[src/rtl/alrm_pkg.sv]
package alrm_pkg;
  localparam int BYTE_W     = 8;
  localparam int NUM_ALARMS = 2;

  typedef struct packed {
    logic       route;
    logic [1:0] ien;
  } alrm_ctrl_t;
endpackage

[src/rtl/alrm_slot.sv]
module alrm_slot #(
  parameter int DATA_W     = 8,
  parameter int NUM_FIELDS = 4,
  parameter int ADDR_W     = 5,
  parameter int BASE       = 7
) (
  input  logic                         clk,
  input  logic                         rst,
  input  logic                         wr_en,
  input  logic [ADDR_W-1:0]            addr,
  input  logic [DATA_W-1:0]            wdata,
  input  logic [NUM_FIELDS*DATA_W-1:0] live_time,
  output logic                         hit,
  output logic [DATA_W-1:0]            rd_byte,
  output logic                         match
);
  localparam int IDX_W = (NUM_FIELDS > 1) ? $clog2(NUM_FIELDS) : 1;

  logic [DATA_W-1:0]     fld_q [NUM_FIELDS];
  logic [NUM_FIELDS-1:0] field_ok;
  logic [IDX_W-1:0]      idx;
  int                    addr_i;

  always_comb begin
    addr_i = int'(addr);
    hit    = (addr_i >= BASE) && (addr_i < BASE + NUM_FIELDS);
    idx    = IDX_W'(addr_i - BASE);
  end

  for (genvar f = 0; f < NUM_FIELDS; f++) begin : g_field
    always_ff @(posedge clk) begin
      if (rst)
        fld_q[f] <= '0;
      else if (wr_en && hit && (idx == IDX_W'(f)))
        fld_q[f] <= wdata;
    end

    // top bit of the stored byte masks the field; otherwise full byte compare
    assign field_ok[f] = fld_q[f][DATA_W-1] |
                         (fld_q[f] == live_time[f*DATA_W +: DATA_W]);
  end

  always_comb begin
    rd_byte = '0;
    for (int f = 0; f < NUM_FIELDS; f++)
      if (idx == IDX_W'(f)) rd_byte = fld_q[f];
  end

  assign match = &field_ok;
endmodule

[src/rtl/alrm_flags.sv]
module alrm_flags #(
  parameter int N = 2
) (
  input  logic         clk,
  input  logic         rst,
  input  logic         tick,
  input  logic [N-1:0] match,
  input  logic [N-1:0] rd_clr,
  input  logic         stat_wr,
  input  logic [N-1:0] stat_data,
  output logic [N-1:0] flags
);
  logic [N-1:0] clr;
  logic [N-1:0] set;

  always_comb begin
    clr = rd_clr | (stat_wr ? ~stat_data : '0);
    set = tick ? match : '0;
  end

  // a fresh match outranks a clear in the same cycle
  always_ff @(posedge clk) begin
    if (rst) flags <= '0;
    else     flags <= (flags & ~clr) | set;
  end
endmodule

[src/rtl/alrm_irq.sv]
module alrm_irq
  import alrm_pkg::*;
(
  input  logic       clk,
  input  logic       rst,
  input  logic [1:0] flags,
  input  alrm_ctrl_t ctrl,
  output logic       irq0_n,
  output logic       irq1_n
);
  logic [1:0] act;
  logic       drive0;
  logic       drive1;

  always_comb begin
    act    = flags & ctrl.ien;
    drive0 = act[0] | (act[1] & ~ctrl.route);
    drive1 = act[1] & ctrl.route;
  end

  always_ff @(posedge clk) begin
    if (rst) begin
      irq0_n <= 1'b1;
      irq1_n <= 1'b1;
    end else begin
      irq0_n <= ~drive0;
      irq1_n <= ~drive1;
    end
  end
endmodule

[src/rtl/alrm_unit.sv]
module alrm_unit
  import alrm_pkg::*;
#(
  parameter int ADDR_W     = 5,
  parameter int NUM_FIELDS = 4,
  parameter int ALM_BASE   = 7
) (
  input  logic                         clk,
  input  logic                         rst,
  input  logic                         sec_tick,
  input  logic [NUM_FIELDS*BYTE_W-1:0] live_time,
  input  logic                         wr_en,
  input  logic                         rd_en,
  input  logic [ADDR_W-1:0]            addr,
  input  logic [BYTE_W-1:0]            wdata,
  output logic [BYTE_W-1:0]            rdata,
  output logic                         irq0_n,
  output logic                         irq1_n
);
  localparam int CTRL_ADDR = ALM_BASE + NUM_ALARMS * NUM_FIELDS;
  localparam int STAT_ADDR = CTRL_ADDR + 1;

  logic [NUM_ALARMS-1:0] slot_hit;
  logic [NUM_ALARMS-1:0] slot_match;
  logic [BYTE_W-1:0]     slot_byte [NUM_ALARMS];
  logic [NUM_ALARMS-1:0] flag_q;
  alrm_ctrl_t            ctrl_q;
  logic                  route_q;
  logic                  ctrl_sel;
  logic                  stat_sel;
  logic [BYTE_W-1:0]     rd_next;

  assign ctrl_sel = (int'(addr) == CTRL_ADDR);
  assign stat_sel = (int'(addr) == STAT_ADDR);
  assign route_q  = ctrl_q.route;

  for (genvar a = 0; a < NUM_ALARMS; a++) begin : g_slot
    alrm_slot #(
      .DATA_W    (BYTE_W),
      .NUM_FIELDS(NUM_FIELDS),
      .ADDR_W    (ADDR_W),
      .BASE      (ALM_BASE + a * NUM_FIELDS)
    ) i_slot (
      .clk      (clk),
      .rst      (rst),
      .wr_en    (wr_en),
      .addr     (addr),
      .wdata    (wdata),
      .live_time(live_time),
      .hit      (slot_hit[a]),
      .rd_byte  (slot_byte[a]),
      .match    (slot_match[a])
    );
  end

  alrm_flags #(.N(NUM_ALARMS)) i_flags (
    .clk      (clk),
    .rst      (rst),
    .tick     (sec_tick),
    .match    (slot_match),
    .rd_clr   (slot_hit & {NUM_ALARMS{rd_en}}),
    .stat_wr  (wr_en & stat_sel),
    .stat_data(wdata[NUM_ALARMS-1:0]),
    .flags    (flag_q)
  );

  always_ff @(posedge clk) begin
    if (rst)
      ctrl_q <= '0;
    else if (wr_en && ctrl_sel)
      ctrl_q <= alrm_ctrl_t'(wdata[2:0]);
  end

  always_comb begin
    rd_next = '0;
    for (int a = 0; a < NUM_ALARMS; a++)
      if (slot_hit[a]) rd_next = slot_byte[a];
    if (ctrl_sel) rd_next = BYTE_W'(ctrl_q);
    if (stat_sel) rd_next = BYTE_W'(flag_q);
  end

  always_ff @(posedge clk) begin
    if (rst)        rdata <= '0;
    else if (rd_en) rdata <= rd_next;
  end

  alrm_irq i_irq (
    .clk   (clk),
    .rst   (rst),
    .flags (flag_q),
    .ctrl  (ctrl_q),
    .irq0_n(irq0_n),
    .irq1_n(irq1_n)
  );
endmodule

[config.mk]
export PLATFORM = sky130hd
export DESIGN_NAME = alrm_unit
export DESIGN_NICKNAME = d
export VERILOG_FILES = /design/src/rtl/alrm_pkg.sv /design/src/rtl/alrm_slot.sv /design/src/rtl/alrm_flags.sv /design/src/rtl/alrm_irq.sv /design/src/rtl/alrm_unit.sv
export SDC_FILE = /design/constraint.sdc
export NUM_CORES = 1
export LEC_CHECK = 0
export CAP_MARGIN = 20
export CELL_PAD_IN_SITES_DETAIL_PLACEMENT = 1
export CELL_PAD_IN_SITES_GLOBAL_PLACEMENT = 2
export CORE_MARGIN = 4
export CORE_UTILIZATION = 30
export CTS_CLUSTER_SIZE = 8
export DETAILED_ROUTE_END_ITERATION = 8
export MAX_ROUTING_LAYER = met4
export PLACE_DENSITY_LB_ADDON = 0.1
export SLEW_MARGIN = 40
export SYNTH_ARGS = -nofsm -noshare
export SYNTH_HDL_FRONTEND = slang
export SYNTH_HIERARCHICAL = 1
export SYNTH_SLANG_ARGS = --single-unit
[constraint.sdc]
create_clock -name clk -period 6.4 [get_ports clk]
set_input_delay 1.28 -clock clk [delete_from_list [all_inputs] [get_ports clk]]
set_output_delay 1.28 -clock clk [all_outputs]
set_load 0.01 [all_outputs]
==> metrics.md, run 1 <==
| Metric | Value |
|---|---|
| Status | complete, no violations |
| Drt initial violations | 143 |
| Rows | between 40 and 50 |
| Final setup fails | 0 |
| Peak VDD IR | between 0.1 and 0.15 mV |
| Clk buf depth | 2 |
| CTS hold repair buffers | 0 |
| FMAX | between 200 and 300 MHz |
| Synth top area cells | edfxtp_1 (43%), xor2_1 (11%), and2_1 (9.2%) |
| IO buf count | between 50 and 60 |
| Final WS setup | around 2.8 ns |
| DR WL/cell | roughly 24 um |
| Setup tns final | 0 ns |
| Num ports | 60 |
| Hold Crit Endpoint | i_irq/irq1_n$_SDFF_PP1_ |
| Starting Density | 0.3080 |
| Worst path max stage delay | 0.71 ns |
| Setup WS pre-CTS | between 2 and 3 ns |
| Req. time, crit path | 6.37 ns |
| Layout filler cell count | between 1.5k and 2k |
| CP cell instances | clkdlybuf4s50_1 -> nand2b_4 -> or4b_4 -> o21bai_1 |
| Final Core Density | 0.3786 |
| Worst Setup End Kind | register |
| Overall die height | about 130 um |
| Max-slew violations | 0 |
| Largest net degree at the start of global routing | 35 |
| Min-Delay Path Depth | 1 |
| Synth Flop Type | edfxtp_1 |
| Crit path time final | approximately 3.6 ns |
| Post-synth net total | just over 400 |
| Clock Latency Late Sink | ~0.34 ns |
| Worst Setup Start Kind | input pin |
| Slew HR | 0.4727 |
| FF-to-FF setup slack | ~4.3 ns |
| Final ANT Viol Nets | 0 |
| Most frequent cells after synthesis | and2_1 (66), edfxtp_1 (64), xor2_1 (56), nor4_1 (18) |
| Vias | 3067 |
| Worst hold path class | register to register |
| CTS buffer count | 9 |
| Post-synth EDFFs | 64 |
| Worst-path clk slew | 0.06 ns |
| Slew @ Worst Pin | ~0.8 ns |
| Post-synthesis sequential area ratio | 0.4946 |
| Master of the slowest instance on the critical path | clkdlybuf4s50_1 |
| Post-DP HPWL | 11710 um |
| Final wirelength | ~15000 um |
| CTS resizes | 0 |
| Arr. time, crit path | between 3 and 4 ns |
| Avg Cell Area, Syn | 12.55 um^2 |
| Clock tree sinks | 79 |
| Max cap viols | 0 |
| Full die area | about 0.017 mm^2 |
| CTS H-Tree Depth | 3 |
| Congestion Overflow GR | 0 |
| Post-CTS Setup Repair Bufs | 0 |
| ANT cells | 0 |
| Syn Std Cell Area | ~0.0045 mm^2 |
| Largest area contributor in the netlist | edfxtp_1 |
| RSZ-0062 raised after global routing | no |
| RR Endpoint | i_flags/flags[1]$_SDFF_PP0_ |
| Initial antenna violation count | 1 |
| Via/cell ratio | 5.044 |
| Reg2reg start | g_slot[1].i_slot/fld_q[3][5]$_SDFFCE_PN0P_ |
| Synthesized flop and latch total | slightly below 80 |
| Synth unique cells | a little over 50 |
| Nets | between 400 and 500 |
| Gpl congestion | slightly below 0.9 |
| Buf+Inv Stages, Crit Path | 1 |
| Power Dens Cells | roughly 220 mW/mm^2 |
| All-Layer GR Usage | 0.1899 |
| Clock Skew | between 0.003 and 0.004 ns |
| DRC | 0 |
| Final period util | 0.5549 |
| Number of synthesis warnings | 6 |
| Share of the synthesized area in the top cell type | 0.4277 |
| Most common cell in the netlist | and2_1 |
| Pwr Total | between 1 and 1.5 mW |
| Hold_sp | i_flags/flags[1]$_SDFF_PP0_ |
| Post-Syn Instances | roughly 360 |
| Async SR Flop Fraction | 0 |
| R2R cell count | 6 |
| Worst-path maximum fanout | 10 |
| Core ar. | around 0.015 mm^2 |
| Delay-heaviest family, CP | simple AND/OR/NAND/NOR gates |
| Final hold violations | 0 |
| WS Path Type | input pin to register |
| CTS Root Cell | clkbuf_16 |
| TritonRoute pass-1 iters | 4 |
| Share of layout cells above drive strength 1 | 0.1274 |
| Syn-to-layout area delta | 22.92% |
| CTS tree | done |
| Vias in the first global route | 3291 |
| Pleak | approximately 1.9 nW |
| Hold WS | 0.4621 ns |
| Die width | roughly 130 um |
| First-pass GRT wire length | ~22000 um |
-- cells in the final DEF (no fill, tap or decap), drive strengths merged, types with 3 or more instances in the layout --
cell           netlist  layout
a21o                 4       4
a21oi               16      16
a22o                 4       4
and2                66      66
buf                  9       3
clkbuf               2      14
clkdlybuf4s50        0      58
dfxtp               15      15
edfxtp              64      64
inv                  6       6
mux2i                4       4
mux4                16      16
nand2               11      11
nand2b               9       9
nand3b               4       4
nand4                6       6
nor2                11      11
nor3                 5       5
nor4                20      20
o21bai               4       4
xor2                56      56
-- final cells by class --
| type | instances | area, um^2 | share of cell area |
|---|---|---|---|
| clock inverters | 2 | 10.01 | 0.001812 |
| well taps | 184 | 230.2 | 0.04169 |
| multi-input cells | 262 | 2191 | 0.3967 |
| repair buffers | 61 | 603.1 | 0.1092 |
| inverters | 6 | 22.52 | 0.004078 |
| flip-flops and latches | 79 | 2222 | 0.4024 |
| clock buffers | 14 | 244.0 | 0.04418 |
-- worst max-delay path by stage --
stage | start | to | slack [ns] | cells past startpoint
finish | addr[2] | g_slot[0].i_slot/fld_q[2][4]$_SDFFCE_PN0P_ | 2.85 | 4
global route | addr[2] | rdata[2]$_SDFFE_PP0P_ | 2.68 | 8
CTS | addr[2] | g_slot[0].i_slot/fld_q[2][4]$_SDFFCE_PN0P_ | 2.86 | 4
detailed placement | addr[2] | g_slot[0].i_slot/fld_q[2][7]$_SDFFCE_PN0P_ | 2.50 | 4
global placement | addr[1] | rdata[0]$_SDFFE_PP0P_ | 2.20 | 9
floorplan | addr[0] | rdata[1]$_SDFFE_PP0P_ | 3.43 | 8
-- flip-flops by register name, summed over array words and instances (netlist names) --
name                 flops
ctrl_q                   2
i_irq/irq0_n             1
g_slot.i_slot/fld_q     64
route_q                  1
rdata                    8
i_irq/irq1_n             1
i_flags/flags            2
-- where the power goes --
part           leakage, nW  internal [mW]  switching (mW)
sequential           0.732          0.582          0.0271
combinational         1.06         0.0794          0.0867
clock                0.125          0.262           0.195
total                 1.91          0.923           0.309
-- kinds of logic (layout without fill, tap and decap cells) --
kind of cell | count (synthesis) | after routing | synth area share
and+or+nand+nor | 145 | 145 | 0.2197
DFF | 79 | 79 | 0.4946
buffers and inverters | 17 | 83 | 0.01977
muxes | 20 | 20 | 0.08911
AOI/OAI and AO/OA | 40 | 40 | 0.06572
xor gates and xnor gates | 57 | 57 | 0.1111
-- through the flow --
| step | instances | instance area (um^2) |
|---|---|---|
| after floorplan | 358 | 4493 |
| after global placement | 592 | 5258 |
| after detailed placement | 592 | 5265 |
| after CTS | 608 | 5519 |
| after global routing | 608 | 5523 |
| final | 608 | 5523 |
-- layer usage --
metal | GRT usage | up-vias | part of all wire
met5 | - | - | 0
li1 | - | 1447 | -
met1 | 0.2515 | 1522 | 0.47
met4 | 0.04658 | 0 | 0.013
met2 | 0.3030 | 84 | 0.46
met3 | 0.03659 | 14 | 0.050
(Power assumes the default switching activity.)
==> inputs of run 2 (changes only) <==
- clock period: 6.4 -> 3.3 ns (I/O delays scaled with it)
==> metrics.md, run 2 (synthesis results as in run 1) <==
| Metric | Value |
|---|---|
| Pleak | about 2 nW |
| Core ar. | 0.01459 mm^2 |
| Max reg flops | between 60 and 70 |
| Gpl congestion | around 0.85 |
| Final Core Density | 0.3888 |
| Final hold violations | 0 |
| CP cell instances | clkdlybuf4s50_1 -> nand2_2 -> xnor2_1 -> nor3b_1 -> buf_4 -> and2b_2 -> a22oi_1 -> a211o_1 -> a311oi_2 |
| RSZ-0062 raised after global routing | no |
| Worst-path maximum fanout | 12 |
| Largest Register | g_slot.i_slot/fld_q |
| Final WS setup | 0.7532 ns |
| Most frequent cells in the layout | and2_1 (66), edfxtp_1 (64), clkdlybuf4s50_1 (58) |
| Max-slew violations | 0 |
| Final ANT Viol Nets | 0 |
| Final wirelength | around 15000 um |
| DRC | 0 |
| Slew @ Worst Pin | 0.6172 ns |
| Peak VDD IR | between 0.2 and 0.3 mV |
| CTS buffer count | 9 |
| WS Path Type | input pin to register |
| Power Dens Cells | 465.9 mW/mm^2 |
| CTS tree | done |
| Drt initial violations | ~160 |
| Final setup fails | 0 |
| CTS resizes | 0 |
| Final period util | 0.7718 |
| Max cap viols | 0 |
| Logic pwr share | 0.126 |
| Num ports | 60 |
| Congestion Overflow GR | 0 |
| Setup tns final | 0 ns |
| CTS H-Tree Depth | 3 |
| Master of the slowest instance on the critical path | clkdlybuf4s50_1 |
| Reg power frac | 0.447 |
| Crit path capture | rdata[1]$_SDFFE_PP0P_ |
| Vias in the first global route | roughly 3.3k |
| Clock tree sinks | 79 |
| Clk buf depth | 2 |
| Nets | 479 |
| Clk pwr share | 0.428 |
| Crit path time final | around 2.5 ns |
| DR WL/cell | 24.14 um |
| Sw frac | 0.2348 |
| Worst path max stage delay | ~0.67 ns |
| IO buf count | between 50 and 60 |
| Delay-heaviest family, CP | buffers and inverters |
| TritonRoute pass-1 iters | 6 |
| P_sw | a little over 0.6 mW |
| Overall die height | ~130 um |
| Worst-path clk slew | 0.06 ns |
| Vias | 3149 |
| Share of layout cells above drive strength 1 | 0.1498 |
| Status | complete, no violations |
| Worst Setup Start Kind | input pin |
| Stages on worst setup path | 9 |
| Clock Skew | around 0.0045 ns |
| Initial antenna violation count | 0 |
| R2R cell count | 6 |
| CTS hold repair buffers | 0 |
| FMAX | a little under 400 MHz |
| Slew HR | 0.5872 |
| Largest net degree at the start of global routing | 23 |
| RR Endpoint | i_flags/flags[1]$_SDFF_PP0_ |
| Worst Setup End Kind | register |
| Reg2reg start | g_slot[1].i_slot/fld_q[3][2]$_SDFFCE_PN0P_ |
| Via/cell ratio | between 5 and 6 |
| Req. time, crit path | around 3.6 ns |
| Clock Latency Late Sink | about 0.35 ns |
| Post-CTS Setup Repair Bufs | 0 |
| Biggest regs | g_slot.i_slot/fld_q: 64 flops, rdata: 8 flops |
| FF-to-FF setup slack | roughly 1.2 ns |
| Worst hold path class | register to register |
| Full die area | between 0.015 and 0.02 mm^2 |
| Arr. time, crit path | 2.80 ns |
| Post-DP HPWL | roughly 12000 um |
| Setup WS pre-CTS | 0.3897 ns |
| Crit path from | addr[1] |
| Starting Density | 0.3080 |
| Layout filler cell count | approximately 1.5k |
| Rows | between 40 and 50 |
| CTS Root Cell | clkbuf_16 |
| Syn-to-layout area delta | 26.23% |
| Die width | 130.4 um |
| Buf+Inv Stages, Crit Path | 2 |
| All-Layer GR Usage | 0.1908 |
| Cell Int Power | 2.022 mW |
| First-pass GRT wire length | 21940 um |
| Most common cell after layout, fill and taps aside | and2_1 |
run 2: changes by cell type in the layout (fill, tap and decap cells not counted), moves of 2 or more:
| cell | change |
|---|---|
| clkbuf_1 | -5 |
| bufinv_16 | +3 |
| clkinv_1 | +2 |
| buf_4 | +9 |
run 2: worst min-delay path by stage:
stage                                       from                      end  cells past startpoint
after global routing      ctrl_q[1]$_SDFFE_PP0P_  i_irq/irq1_n$_SDFF_PP1_                      1
after detailed placement   rdata[6]$_SDFFE_PP0P_    rdata[6]$_SDFFE_PP0P_                      2
after floorplan             route_q$_SDFFE_PP0P_  i_irq/irq1_n$_SDFF_PP1_                      1
after global placement    ctrl_q[1]$_SDFFE_PP0P_  i_irq/irq1_n$_SDFF_PP1_                      1
after CTS                  rdata[6]$_SDFFE_PP0P_    rdata[6]$_SDFFE_PP0P_                      2
final                      rdata[6]$_SDFFE_PP0P_    rdata[6]$_SDFFE_PP0P_                      2
run 2: power groups by stage:
| stage | registers, mW | logic, mW | clock network, mW |
|---|---|---|---|
| 3_3_place_gp | 1.20 | 0.330 | 0 |
| 2_1_floorplan | 1.17 | 0.166 | 0 |
| 3_5_place_dp | 1.20 | 0.334 | 0 |
| 4_1_cts | 1.18 | 0.336 | 1.16 |
| 6_report | 1.18 | 0.332 | 1.13 |
| 5_1_grt | 1.18 | 0.358 | 1.20 |
run 2: area by class of cell:
cell class | instances | area, um^2 | share of cell area
tap | 184 | 230.2 | 0.04059
multi-input combinational | 262 | 2182 | 0.3847
timing repair buffer | 71 | 675.6 | 0.1191
inverter | 6 | 22.52 | 0.003971
clock inverter | 7 | 111.4 | 0.01963
antenna | 1 | 2.502 | 0.0004412
clock buffer | 9 | 225.2 | 0.03971
sequential | 79 | 2222 | 0.3918
run 2: metrics by stage:
| stage | cells | instance area [um^2] | hold WS, ns | total power, mW |
|---|---|---|---|---|
| finish | 619 | 5672 | 0.4741 | 2.643 |
| detailed placement | 602 | 5333 | 0.4665 | 1.537 |
| CTS | 618 | 5669 | 0.4773 | 2.677 |
| global route | 618 | 5669 | 0.4877 | 2.742 |
| global placement | 602 | 5333 | 0.4569 | 1.533 |
| floorplan | 358 | 4493 | 0.4033 | 1.338 |
run 2: worst min-delay path, cell delays in order, from the launching register on:
cell and delay (ns):
dfxtp_1 0.31, nand2b_1 0.06, a21oi_1 0.06
run 2: routing by layer:
layer,track usage,up-vias,part of all wire
met1,0.2558,1583,0.47
met3,0.03577,10,0.044
met5,-,-,0
met2,0.2999,83,0.47
met4,0.04961,0,0.011
li1,-,1473,-
==> inputs of run 3 (changes only) <==
- clock period: 3.3 -> 2.5 ns (I/O delays scaled with it)
==> metrics.md, run 3 (synthesis results as in run 1) <==
| Metric | Value |
|---|---|
| Design Area, Final | between 0.005 and 0.006 mm^2 |
| Area after DPL | approximately 0.0054 mm^2 |
| Post-DP HPWL | roughly 12000 um |
| Nets | about 490 |
| Die width | between 100 and 150 um |
| Num ports | 60 |
| Final ANT Viol Nets | 0 |
| Final period util | 0.8717 |
| Most common cell after layout, fill and taps aside | and2_1 |
| CTS resizes | 0 |
| Worst Setup Start Kind | input pin |
| Largest net degree at the start of global routing | 32 |
| Slew HR | 0.5532 |
| Pleak | around 2.0 nW |
| Most frequent cells in the layout | and2_1 (66), edfxtp_1 (64), clkdlybuf4s50_1 (58) |
| Final wirelength | roughly 15000 um |
| Vias in the first global route | 3385 |
| Arr. time, crit path | roughly 2.4 ns |
| Initial antenna violation count | 0 |
| FF-to-FF setup slack | 0.46 ns |
| RR Endpoint | i_flags/flags[1]$_SDFF_PP0_ |
| RSZ-0062 raised after global routing | no |
| Final Core Density | 0.3926 |
| Peak VDD IR | roughly 0.27 mV |
| Worst Setup End Kind | register |
| Status | complete, no violations |
| Congestion Overflow GR | 0 |
| Gpl congestion | slightly below 0.9 |
| Worst-path maximum fanout | 8 |
| Max reg flops | 64 |
| Worst-path clk slew | 0.06 ns |
| Rows | 44 |
| Req. time, crit path | between 2 and 3 ns |
| CTS hold repair buffers | 0 |
| All-Layer GR Usage | 0.1910 |
| Via/cell ratio | around 5.1 |
| Overall die height | between 100 and 150 um |
| Starting Density | 0.3080 |
| DRC | 0 |
| Clk buf depth | 2 |
| CP cell instances | clkdlybuf4s50_1 -> nand2b_4 -> a21o_2 -> a21oi_1 -> and2b_2 -> a22oi_1 -> a211o_1 -> a311oi_2 |
| Vias | ~3.2k |
| Worst path max stage delay | 0.65 ns |
| CTS tree | done |
| DR WL/cell | 23.89 um |
| Crit path from | addr[3] |
| Drt initial violations | 198 |
| TritonRoute pass-1 iters | 4 |
| Largest Register | g_slot.i_slot/fld_q |
| Biggest regs | g_slot.i_slot/fld_q: 64 flops, rdata: 8 flops |
| Clock Skew | 0.006828 ns |
| Clock Latency Late Sink | about 0.35 ns |
| Master of the slowest instance on the critical path | clkdlybuf4s50_1 |
| Max cap viols | 0 |
| Max-slew violations | 0 |
| FMAX | approximately 460 MHz |
| Crit path capture | rdata[1]$_SDFFE_PP0P_ |
| CTS H-Tree Depth | 3 |
| Syn-to-layout area delta | 27.49% |
| Crit path time final | 2.179 ns |
| Reg2reg start | g_slot[1].i_slot/fld_q[3][2]$_SDFFCE_PN0P_ |
| Worst hold path class | register to register |
| CTS buffer count | 9 |
| Final setup fails | 0 |
| Share of layout cells above drive strength 1 | 0.1670 |
| First-pass GRT wire length | between 20000 and 25000 um |
| CTS Root Cell | clkbuf_16 |
| Power Dens Cells | roughly 580 mW/mm^2 |
| Setup tns final | 0 ns |
| WS Path Type | input pin to register |
| Full die area | about 0.017 mm^2 |
| ANT cells | 0 |
| Post-CTS Setup Repair Bufs | 0 |
| R2R cell count | 7 |
| IO buf count | 59 |
| Core ar. | approximately 0.015 mm^2 |
| Final hold violations | 0 |
| Slew @ Worst Pin | about 0.67 ns |
| Clock tree sinks | 79 |
run 3: changes by cell type in the layout (fill, tap and decap cells not counted):
cell | before | now
buf_12 | 0 | 3
buf_4 | 12 | 18
bufinv_16 | 3 | 1
clkbuf_1 | 0 | 1
clkinv_1 | 2 | 1
clkinv_4 | 1 | 0
clkinvlp_4 | 0 | 3
diode_2 | 1 | 0
run 3: worst min path at each step:
stage / from / end / cells after the start
detailed placement: ctrl_q[1]$_SDFFE_PP0P_ / i_irq/irq1_n$_SDFF_PP1_ / 1
finish: ctrl_q[1]$_SDFFE_PP0P_ / i_irq/irq1_n$_SDFF_PP1_ / 1
CTS: ctrl_q[1]$_SDFFE_PP0P_ / i_irq/irq1_n$_SDFF_PP1_ / 1
floorplan: route_q$_SDFFE_PP0P_ / i_irq/irq1_n$_SDFF_PP1_ / 1
global placement: i_flags/flags[1]$_SDFF_PP0_ / i_irq/irq1_n$_SDFF_PP1_ / 1
global route: ctrl_q[1]$_SDFFE_PP0P_ / i_irq/irq1_n$_SDFF_PP1_ / 1
run 3: metrics by stage:
stage	hold slack [ns]	setup WS [ns]	power, mW	instances
floorplan	0.4033	0.3122	1.767	358
global placement	0.4489	-0.006585	2.040	611
detailed placement	0.4527	-0.03534	2.044	611
CTS	0.4661	0.3276	3.369	627
global route	0.4713	0.1658	3.474	627
finish	0.4571	0.3208	3.323	627
run 3: layout make-up:
| type | count | area (um^2) |
|---|---|---|
| tap | 184 | 230.2 |
| fill | 1544 | 8861 |
| multi-input combinational | 262 | 2182 |
| sequential | 79 | 2222 |
| timing repair buffer | 80 | 780.7 |
| clock inverter | 6 | 61.31 |
| inverter | 6 | 22.52 |
| clock buffer | 10 | 229.0 |
run 3: metal layers:
layer	share of wire	global-route usage
met1	0.46	0.2589
met5	0	-
met2	0.46	0.2948
met4	0.018	0.05687
met3	0.064	0.03415
run 3: critical path: cells and delay by family:
family	cells	cell delay (ns)
and+or+nand+nor	2	0.30
AOI/OAI and AO/OA	5	0.97
buffers and inverters	1	0.65
run 3: where the power goes:
| part | switching, mW | internal [mW] | total (mW) |
|---|---|---|---|
| registers | 0.0678 | 1.49 | 1.56 |
| logic | 0.229 | 0.225 | 0.454 |
| clock network | 0.544 | 0.768 | 1.31 |
